`src/rtl/ttw_pkg.sv`:
```
package ttw_pkg;
  typedef enum logic [2:0] {
    ST_IDLE, ST_L1_REQ, ST_L1_WAIT, ST_L2_REQ, ST_L2_WAIT, ST_DONE
  } walk_st_e;

  typedef enum logic [1:0] {
    DT_FAULT   = 2'b00,
    DT_COARSE  = 2'b01,
    DT_SECTION = 2'b10,
    DT_RSVD    = 2'b11
  } desc_type_e;

  typedef enum logic [1:0] {
    RK_SECTION = 2'd0,
    RK_PAGE    = 2'd1,
    RK_FAULT   = 2'd2
  } res_kind_e;
endpackage

```
`src/rtl/ttw_addr_gen.sv`:
```
module ttw_addr_gen #(
  parameter int VA_W     = 32,
  parameter int L1_IDX_W = 12,
  parameter int L2_IDX_W = 8
) (
  input  logic [VA_W-1:0]            va_i,
  input  logic [VA_W-1:0]            ttb_i,
  input  logic [VA_W-L2_IDX_W-3:0]   cbase_i,
  input  logic                       sel_l2_i,
  output logic [VA_W-1:0]            addr_o
);
  localparam int OFF_W = VA_W - L1_IDX_W;
  localparam int TTB_W = VA_W - L1_IDX_W - 2;

  logic [VA_W-1:0] l1_addr, l2_addr;

  assign l1_addr = {ttb_i[VA_W-1 -: TTB_W], va_i[VA_W-1 -: L1_IDX_W], 2'b00};
  assign l2_addr = {cbase_i, va_i[OFF_W-1 -: L2_IDX_W], 2'b00};
  assign addr_o  = sel_l2_i ? l2_addr : l1_addr;
endmodule

```
`src/rtl/ttw_l1_decode.sv`:
```
module ttw_l1_decode
  import ttw_pkg::*;
#(
  parameter int VA_W     = 32,
  parameter int L1_IDX_W = 12,
  parameter int L2_IDX_W = 8
) (
  input  logic [VA_W-1:0]          desc_i,
  input  logic [VA_W-1:0]          va_i,
  output desc_type_e               typ_o,
  output logic [VA_W-1:0]          sec_pa_o,
  output logic [1:0]               ap_o,
  output logic [3:0]               dom_o,
  output logic [1:0]               attr_o,
  output logic [VA_W-L2_IDX_W-3:0] cbase_o
);
  localparam int OFF_W = VA_W - L1_IDX_W;
  localparam int CB_W  = VA_W - L2_IDX_W - 2;

  assign typ_o    = desc_type_e'(desc_i[1:0]);
  assign sec_pa_o = {desc_i[VA_W-1 -: L1_IDX_W], va_i[OFF_W-1:0]};
  assign ap_o     = desc_i[11:10];
  assign dom_o    = desc_i[8:5];
  assign attr_o   = desc_i[3:2];
  assign cbase_o  = desc_i[VA_W-1 -: CB_W];
endmodule

```
`src/rtl/ttw_walker.sv`:
```
module ttw_walker
  import ttw_pkg::*;
#(
  parameter int VA_W     = 32,
  parameter int L1_IDX_W = 12,
  parameter int L2_IDX_W = 8
) (
  input  logic            clk_i,
  input  logic            rst_ni,
  input  logic            req_valid_i,
  output logic            req_ready_o,
  input  logic [VA_W-1:0] va_i,
  input  logic [VA_W-1:0] ttb_i,
  output logic            mem_req_valid_o,
  input  logic            mem_req_ready_i,
  output logic [VA_W-1:0] mem_addr_o,
  input  logic            mem_rsp_valid_i,
  input  logic [VA_W-1:0] mem_rdata_i,
  output logic            done_o,
  output logic [1:0]      res_kind_o,
  output logic [VA_W-1:0] pa_o,
  output logic [1:0]      ap_o,
  output logic [3:0]      dom_o,
  output logic [1:0]      attr_o,
  output logic [VA_W-1:0] l2_desc_o,
  output logic            fault_code_o,
  output logic [VA_W-1:0] fault_va_o
);
  localparam int CB_W = VA_W - L2_IDX_W - 2;

  walk_st_e        st_q;
  logic [VA_W-1:0] va_q, ttb_q;
  logic [CB_W-1:0] cbase_q;

  desc_type_e      d_typ;
  logic [VA_W-1:0] d_pa;
  logic [1:0]      d_ap, d_attr;
  logic [3:0]      d_dom;
  logic [CB_W-1:0] d_cbase;

  ttw_addr_gen #(.VA_W(VA_W), .L1_IDX_W(L1_IDX_W), .L2_IDX_W(L2_IDX_W)) u_addr (
    .va_i     (va_q),
    .ttb_i    (ttb_q),
    .cbase_i  (cbase_q),
    .sel_l2_i (st_q == ST_L2_REQ),
    .addr_o   (mem_addr_o)
  );

  ttw_l1_decode #(.VA_W(VA_W), .L1_IDX_W(L1_IDX_W), .L2_IDX_W(L2_IDX_W)) u_dec (
    .desc_i   (mem_rdata_i),
    .va_i     (va_q),
    .typ_o    (d_typ),
    .sec_pa_o (d_pa),
    .ap_o     (d_ap),
    .dom_o    (d_dom),
    .attr_o   (d_attr),
    .cbase_o  (d_cbase)
  );

  assign req_ready_o     = (st_q == ST_IDLE);
  assign mem_req_valid_o = (st_q == ST_L1_REQ) || (st_q == ST_L2_REQ);
  assign done_o          = (st_q == ST_DONE);
  assign fault_va_o      = va_q;

  always_ff @(posedge clk_i or negedge rst_ni) begin
    if (!rst_ni) begin
      st_q         <= ST_IDLE;
      va_q         <= '0;
      ttb_q        <= '0;
      cbase_q      <= '0;
      res_kind_o   <= RK_SECTION;
      pa_o         <= '0;
      ap_o         <= '0;
      dom_o        <= '0;
      attr_o       <= '0;
      l2_desc_o    <= '0;
      fault_code_o <= 1'b0;
    end else begin
      unique case (st_q)
        ST_IDLE: if (req_valid_i) begin
          va_q  <= va_i;
          ttb_q <= ttb_i;
          pa_o  <= '0;
          st_q  <= ST_L1_REQ;
        end
        ST_L1_REQ: if (mem_req_ready_i) st_q <= ST_L1_WAIT;
        ST_L1_WAIT: if (mem_rsp_valid_i) begin
          unique case (d_typ)
            DT_SECTION: begin
              res_kind_o <= RK_SECTION;
              pa_o       <= d_pa;
              ap_o       <= d_ap;
              dom_o      <= d_dom;
              attr_o     <= d_attr;
              st_q       <= ST_DONE;
            end
            DT_COARSE: begin
              cbase_q <= d_cbase;
              dom_o   <= d_dom;
              st_q    <= ST_L2_REQ;
            end
            default: begin
              res_kind_o   <= RK_FAULT;
              fault_code_o <= (d_typ == DT_RSVD);
              st_q         <= ST_DONE;
            end
          endcase
        end
        ST_L2_REQ: if (mem_req_ready_i) st_q <= ST_L2_WAIT;
        ST_L2_WAIT: if (mem_rsp_valid_i) begin
          res_kind_o <= RK_PAGE;
          l2_desc_o  <= mem_rdata_i;
          st_q       <= ST_DONE;
        end
        default: st_q <= ST_IDLE;
      endcase
    end
  end
endmodule

```
`config.mk`:
```
export PLATFORM = sky130hd
export DESIGN_NAME = ttw_walker
export DESIGN_NICKNAME = d
export VERILOG_FILES = /design/src/rtl/ttw_pkg.sv /design/src/rtl/ttw_addr_gen.sv /design/src/rtl/ttw_l1_decode.sv /design/src/rtl/ttw_walker.sv
export SDC_FILE = /design/constraint.sdc
export NUM_CORES = 1
export LEC_CHECK = 0
export BUFFER_PORTS_ARGS = -buffer_cell sky130_fd_sc_hd__buf_2
export CORE_ASPECT_RATIO = 1.2
export CORE_MARGIN = 2
export CORE_UTILIZATION = 55
export DETAILED_ROUTE_END_ITERATION = 6
export GPL_TIMING_DRIVEN = 0
export PLACE_DENSITY_LB_ADDON = 0.08
export RECOVER_POWER = 25
export SLEW_MARGIN = 5
export SYNTH_ARGS = -nofsm -noshare
export SYNTH_HDL_FRONTEND = slang
export SYNTH_HIERARCHICAL = 1
export SYNTH_SLANG_ARGS = --single-unit
```
`constraint.sdc`:
```
create_clock -name clk_i -period 5.12 [get_ports clk_i]
set_input_delay 0.256 -clock clk_i [delete_from_list [all_inputs] [get_ports clk_i]]
set_output_delay 0.256 -clock clk_i [all_outputs]
set_load 0.005 [all_outputs]
```
==> metrics.txt <==
Max Fclk=roughly 0.4 GHz; IO Port Bufs=226; Post-Route WL=between 15000 and 20000 µm; H-tree lvl count=4; CTS buffer count=17; Root Buffer=clkbuf_16; Clock Skew=approximately 0.0055 ns; FILL cells=roughly 980; Die Ht=around 130 µm; unrepaired setup endpoints after global routing=no; worst hold path cell count=3; dpl hpwl=12230 µm; CTS clk-pin slew, worst paths=approximately 0.06 ns; Layout area overhead=27.81%; TritonCTS clock tree=built; CP Class=reg -> out; CP top delay family=buffers and inverters; CP max stage cell=dfrtp_1; initial core utilization=55.73%; outcome=finished, final reports clean; Synth Warn #=6; Initial DRT Pass Iterations=4; Slew Viols, Final=0; die span in x=around 110 µm; Crit. Startpoint=st_q[1]; Antenna Nets Post-Route=0; Setup crit start kind=register; routed via count=5305; Clock Sinks=150; Placer Congestion=about 0.84; required time worst endpoint=around 5 ns; Syn Area/Cell=10.97 µm²; setup_tns=0 ns; worst r2r src=st_q[0]; maximum fanout along the worst path=10; # nets final=987; Mapped Cells=between 600 and 700; synthesized area=0.006965 mm²; total power=~5000 µW; Max Root-Sink Buffers=2; count of final setup violators=0; vias in the first global route=approximately 5300; initial DRC count=237; die area=around 0.014 mm²; Tmin final=roughly 2.5 ns; Worst R2R Setup Slack=between 3 and 4 ns; worst-skew pair later-pin latency=~0.42 ns; cell row count=45; initial antenna violation count=1; Critical Path AT=2.25 ns; largest net degree at the start of global routing=a little under 80; Worst path max stage delay=0.41 ns; GRT Util Overall=around a quarter; HP Class=in -> reg; commonest non-fill, non-tap cell in the layout=buf_2; WL per Instance=~16 µm; maxcap violations=0; Buf+Inv Stages, Crit Path=3; critical path endpoint category=output pin; post-DR vias/cell=around 5.0; hold path startpoint=ttb_i[15]; core area=roughly 0.012 mm²; IO Count=between 200 and 250; commonest non-fill, non-tap cells in the layout=buf_2 (230), nand2_1 (187), dfrtp_1 (150); leakage=0.004800 µW; Post-route DRC=0; share of post-route cells with drive strength above 1=48.66%; Peak VDD IR=0.3297 mV; CTS resizes=0; period utilisation layout=between 40% and 50%; actual slew at the worst max-slew pin=roughly 0.70 ns; crit-path cells=clkbuf_1 -> and3b_1 -> buf_6 -> mux2_4 -> buf_2; Worst R2R Path Depth=4; GR Overflow Total=0; final hold viol count=0; Rel. slew slack=a little over half; Cell Pwr Density=between 500 and 600 mW/mm²; Worst path depth=5; first-pass GRT wire length=roughly 26000 µm; Hold Slack=roughly 0.028 ns
area by class of cell:
cell class	count	area (µm²)	share of cell area [%]
Sequential cell	150	3754	42.16
Multi-Input combinational cell	376	2446	27.48
Timing Repair Buffer	228	1166	13.10
Buffer	105	750.7	8.433
Clock buffer	26	489.2	5.495
Tap cell	164	205.2	2.305
Clock inverter	4	70.07	0.7871
Inverter	5	18.77	0.2108
Antenna cell	1	2.502	0.02811
metrics by stage:
| stage | util (%) | instances | worst slack, ns | cell area [µm²] |
|---|---|---|---|---|
| final | 71.22 | 1059 | 2.618 | 8902 |
| after global routing | 71.20 | 1058 | 2.481 | 8900 |
| after CTS | 71.27 | 1058 | 2.606 | 8909 |
| after detailed placement | 66.72 | 1027 | 3.065 | 8339 |
| after global placement | 66.45 | 1026 | 1.670 | 8305 |
| after floorplan | - | 636 | 3.374 | 6969 |
flip-flops by register name (all words and copies together) (netlist names):
register and flops:
ap_o 2, l2_desc_o 32, cbase_q 22, pa_o 32, res_kind_o 2, attr_o 2
fault_va_o 32, dom_o 4, fault_code_o 1, st_q 3, ttb_q 18
power breakdown:
group	internal, µW	switching (µW)	total [µW]
registers	1670	313	1990
clock network	750	449	1200
logic	1030	802	1830
total	3450	1560	5020
worst reg2reg max path: stages (launching register included):
cell and delay, ns:
dfrtp_1 0.39, buf_6 0.14, nor3_2 0.48, buf_2 0.39, mux2_2 0.38
final timing paths:
kind,endpoint
max,mem_addr_o[24]
min,ttb_q[15]
max reg2reg,l2_desc_o[13]
min reg2reg,ttb_q[21]
max in group asynchronous,cbase_q[6]
min in group asynchronous,fault_va_o[7]
routing by layer:
metal	GRT usage, %	part of all wire [%]	vias to the layer above
met1	30.35	39	2582
li1	-	-	2506
met3	6.990	6.6	28
met5	0	0	-
met2	43.20	52	189
met4	9.626	2.3	0
timing repair:
item	CTS	global route
buffers inserted	0	0
hold endpoints to repair	74	0
hold buffers	1	0
endpoints found under the setup margin	0	0
Power figures use the tool's default switching activity.
